### src/rtl/seq_pkg.sv
package seq_pkg;
  localparam int CNT_W = 3;
  localparam int BAR_W = 1 << CNT_W;
  localparam int BTN_N = 3;

  typedef enum logic [1:0] {
    MODE_NONE,
    MODE_UP,
    MODE_DOWN,
    MODE_BOUNCE
  } seq_mode_e;

  typedef struct packed {
    logic step;
    logic goUp;
  } seq_strobe_t;
endpackage

### src/rtl/seq_datapath.sv
module seq_datapath
  import seq_pkg::*;
#(
  parameter int W = CNT_W,
  localparam int B = 1 << W
) (
  input  logic         clk,
  input  logic         reset,
  input  seq_strobe_t  strobe,
  output logic [W-1:0] count,
  output logic         atMin,
  output logic         atMax,
  output logic [B-1:0] bar
);
  localparam logic [W-1:0] ONE = W'(1);

  always_ff @(posedge clk) begin
    if (reset) begin
      count <= '0;
    end else if (strobe.step) begin
      count <= strobe.goUp ? count + ONE : count - ONE;
    end
  end

  assign atMax = &count;
  assign atMin = ~|count;

  for (genvar g = 0; g < B; g++) begin : gBar
    assign bar[g] = (int'(count) >= g);
  end
endmodule

### src/rtl/seq_control.sv
module seq_control
  import seq_pkg::*;
(
  input  logic        clk,
  input  logic        reset,
  input  logic        upBtn,
  input  logic        downBtn,
  input  logic        bounceBtn,
  input  logic        tick,
  input  logic        atMin,
  input  logic        atMax,
  output seq_mode_e   modeNow,
  output seq_strobe_t strobe
);
  logic [BTN_N-1:0] btnNow;
  logic [BTN_N-1:0] btnPrev;
  logic [BTN_N-1:0] rise;
  seq_mode_e        modeReg;
  seq_mode_e        effMode;
  logic             dirUp;
  logic             dirBase;
  logic             dirEff;
  logic             bounceEntry;

  assign btnNow = {bounceBtn, downBtn, upBtn};
  assign rise   = btnNow & ~btnPrev;
  assign bounceEntry = rise[2];

  always_comb begin
    effMode = modeReg;
    if (rise[2])      effMode = MODE_BOUNCE;
    else if (rise[1]) effMode = MODE_DOWN;
    else if (rise[0]) effMode = MODE_UP;
  end

  always_comb begin
    dirBase = bounceEntry ? 1'b1 : dirUp;
    if (dirBase && atMax)       dirEff = 1'b0;
    else if (!dirBase && atMin) dirEff = 1'b1;
    else                        dirEff = dirBase;
  end

  always_comb begin
    strobe.step = tick && (effMode != MODE_NONE);
    case (effMode)
      MODE_UP:     strobe.goUp = 1'b1;
      MODE_DOWN:   strobe.goUp = 1'b0;
      MODE_BOUNCE: strobe.goUp = dirEff;
      default:     strobe.goUp = 1'b0;
    endcase
  end

  always_ff @(posedge clk) begin
    if (reset) begin
      btnPrev <= '0;
      modeReg <= MODE_NONE;
      dirUp   <= 1'b1;
    end else begin
      btnPrev <= btnNow;
      modeReg <= effMode;
      if (bounceEntry) dirUp <= 1'b1;
      if (tick && effMode == MODE_BOUNCE) dirUp <= dirEff;
    end
  end

  assign modeNow = modeReg;
endmodule

### src/rtl/bounce_sequencer.sv
module bounce_sequencer
  import seq_pkg::*;
(
  input  logic             clk,
  input  logic             reset,
  input  logic             upBtn,
  input  logic             downBtn,
  input  logic             bounceBtn,
  input  logic             tick,
  output logic [CNT_W-1:0] count,
  output logic [BAR_W-1:0] bar
);
  seq_strobe_t strobe;
  seq_mode_e   modeNow;
  logic        atMin;
  logic        atMax;

  seq_control uCtrl (
    .clk(clk), .reset(reset), .upBtn(upBtn), .downBtn(downBtn),
    .bounceBtn(bounceBtn), .tick(tick), .atMin(atMin), .atMax(atMax),
    .modeNow(modeNow), .strobe(strobe)
  );

  seq_datapath #(.W(CNT_W)) uPath (
    .clk(clk), .reset(reset), .strobe(strobe), .count(count),
    .atMin(atMin), .atMax(atMax), .bar(bar)
  );
endmodule

### config.mk
export PLATFORM = sky130hd
export DESIGN_NAME = bounce_sequencer
export DESIGN_NICKNAME = d
export VERILOG_FILES = /design/src/rtl/seq_pkg.sv /design/src/rtl/seq_datapath.sv /design/src/rtl/seq_control.sv /design/src/rtl/bounce_sequencer.sv
export SDC_FILE = /design/constraint.sdc
export NUM_CORES = 1
export LEC_CHECK = 0
export ABC_CLOCK_PERIOD_IN_PS = 2120
export BUFFER_PORTS_ARGS = -buffer_cell sky130_fd_sc_hd__buf_2
export CORE_AREA = 2 2 39 41
export CTS_CLUSTER_SIZE = 25
export DETAILED_ROUTE_END_ITERATION = 12
export DIE_AREA = 0 0 41 43
export PLACE_DENSITY = 0.7
export SLEW_MARGIN = 30
export SYNTH_ARGS = -nofsm -noshare
export SYNTH_HDL_FRONTEND = slang
export SYNTH_SLANG_ARGS = --single-unit
### constraint.sdc
create_clock -name clk -period 2.12 [get_ports clk]
set_clock_uncertainty 0.05 [all_clocks]
set_input_delay 0.106 -clock clk [delete_from_list [all_inputs] [get_ports clk]]
set_output_delay 0.106 -clock clk [all_outputs]
set_load 0.01 [all_outputs]
==> out/qor.txt <==
Status - complete, no violations
CTS resizes - 0
Top post-synthesis cells by area - dfxtp_1 (31%), ha_1 (13%), nor2_1 (5.1%)
Full die area - 1760 um2
Yosys top cell area share - 30.6%
Wire length per cell - 12.1 um
Reg2reg path depth - 6
Seq/Total Area, Yosys - 30.6%
First-pass GRT wire length - 2.04 mm
Max-cap violations - 0
Area grow syn2layout - 17.8%
Mapped Nets - 81
Final period util - 83.5%
Mapped cell area - 589 um2
GRT overflow - 0
DPL Wire Length - 899 um
Max-slew violation count - 0
GRT busiest layer - met2
Die height - 43 um
Setup_tns - 0 ns
Largest area contributor in the netlist - dfxtp_1
Worst flop-to-flop path startpoint - uPath.count[0]
DP Area - 668 um2
Vias per std cell - 5.33
Avg Cell Area, Syn - 8.54 um2
Initial DRC Count - 12
CP Class - reg2reg
Top cells by count, synth - dfxtp_1 (9), nor2_1 (8), ha_1 (6), inv_1 (6)
H-tree lvl count - 1
Synth unique cells - 32
Critical Path RT - 2.28 ns
Hold Crit Class - in2reg
Worst Path Max Fanout - 6
Tmin final - 1.77 ns
Gpl congestion - 0.789
Final setup viols - 0
CTS Sinks - 9
Share of cells above drive strength 1 - 28.2%
M2 GR Usage - 23.4%
Top FF cell, synth - dfxtp_1
Power Total - 0.491 mW
Hold Startpoint - downBtn
All-Layer GR Usage - 18.5%
Final instance area - 694 um2
CTS max path bufs - 2
Initial antenna violation count - 0
DRT antenna net count - 0
Vias in the first global route - 444
Synth Instances - 69
Fmax - 0.565 GHz
DRT Pass-1 Iters - 4
# DRC - 0
Routed Wire Length - 1.22 mm
# diodes - 0
Hold path depth - 2
Synth Warn # - 0
Placeable Area - 1380 um2
Reg clk slew, reported paths - 0.07 ns
Die X - 41 um
Fraction of registers with async set/reset - 0%
Worst vdd ir - 0.000453 V
Met1 Use GR - 22.3%
Boundary pin count - 17
Critical Path AT - 1.93 ns
Skew-Pair Late Insertion Delay - 0.28 ns
Met3 usage - 9.95%
Leak - 0.343 nW
CTS root buf - clkbuf_4
Hold Fails Final Rpt - 0
Power Density - 707 nW/um2
EDFF count, synth - 0
Largest net degree at the start of global routing - 11
CTS tree - done
Initial Utilization - 42.6%
CTS Hold Bufs - 0
FF-to-FF End - uPath.count[2]
CTS Buf Count - 3
Nets - 98
Crit. End Element - register
IO Port Bufs - 15
RSZ-0062 raised after global routing - no
Postcts setup bufs - 0
R2R Setup Slk - 0.35 ns
Hold Path End - uCtrl.btnPrev[1]
Cell with the most instances after synthesis - dfxtp_1
# rows - 14
Crit path launch type - register
Flops & latches, synth - 9
Routed via count - 538
==> logic make-up (layout without fill, tap and decap cells) <==
kind of cell | Yosys count | after routing | synth area share (%)
AO/OA/AOI/OAI | 15 | 15 | 21.0
XOR/XNOR | 1 | 1 | 1.49
adder cells (fa/ha/maj) | 6 | 6 | 12.7
buffers and inverters | 10 | 26 | 7.22
flip-flops | 9 | 9 | 30.6
other | 1 | 1 | 0.636
AND/OR/NAND/NOR | 27 | 27 | 26.3
==> metrics by stage <==
step | util [%] | hold slack, ns | std cells | worst slack [ns]
after floorplan | - | 0.184 | 69 | 0.417
after global placement | 48.3 | 0.298 | 97 | 0.364
after detailed placement | 48.3 | 0.307 | 97 | 0.356
after CTS | 50.2 | 0.00599 | 101 | 0.352
after global routing | 50.2 | 0.00936 | 101 | 0.214
final | 50.2 | 0.0106 | 101 | 0.350
==> layer usage <==
layer  up-vias  part of all wire (%)
met5         -                     0
met4         0                   4.1
met3         5                   8.4
met2        23                    45
met1       239                    42
li1        271                     -
==> power by group <==
group,internal [mW],switching (mW)
clock,0.0732,0.0759
combinational,0.0621,0.0829
sequential,0.183,0.0140
==> state kept, by name, summed over array words and instances, names as in the netlist <==
register       cells
uCtrl.btnPrev      3
uCtrl.dirUp        1
uCtrl.modeNow      2
uPath.count        3
==> final cells by class <==
| class | instances | area (um2) |
|---|---|---|
| timing repair buffer | 15 | 75.1 |
| sequential | 9 | 180 |
| inverter | 7 | 26.3 |
| clock buffer | 4 | 26.3 |
| fill | 135 | 689 |
| multi-input combinational | 50 | 367 |
| tap | 16 | 20.0 |
==> worst max-delay path by stage <==
| stage | endpoint | slack (ns) | from | cells after the start |
|---|---|---|---|---|
| after global placement | uPath.count[1] | 0.36 | uPath.count[0] | 6 |
| after CTS | uPath.count[1] | 0.35 | uPath.count[0] | 6 |
| final | uPath.count[2] | 0.35 | uPath.count[0] | 6 |
| after floorplan | uPath.count[1] | 0.42 | uPath.count[0] | 6 |
| after global routing | uPath.count[2] | 0.21 | uPath.count[0] | 6 |
| after detailed placement | uPath.count[2] | 0.36 | uPath.count[0] | 6 |
==> placed cells by master, fill, tap and decap left out, drive strengths merged <==
master | synthesis | routed
ha | 6 | 6
a21o | 1 | 1
nor2b | 4 | 4
nor3 | 2 | 2
xnor2 | 1 | 1
or3 | 1 | 1
nand2b | 3 | 3
nand2 | 4 | 4
buf | 2 | 15
and4 | 1 | 1
a21oi | 4 | 4
a311o | 1 | 1
and2b | 1 | 1
a211o | 1 | 1
nor2 | 8 | 8
nor4 | 1 | 1
clkbuf | 1 | 4
dfxtp | 9 | 9
o32ai | 1 | 1
a41oi | 1 | 1
nor4b | 2 | 2
inv | 7 | 7
o21ai | 4 | 4
a31oi | 1 | 1
o2111a | 1 | 1
conb | 1 | 1
==> worst max-delay path: stages (launching register included) <==
cell	delay, ns
dfxtp_1	0.36
ha_1	0.23
ha_1	0.20
a21oi_1	0.20
o32ai_2	0.15
or3_1	0.36
a31oi_1	0.15
Note: power is estimated with default switching activity, not from simulation.
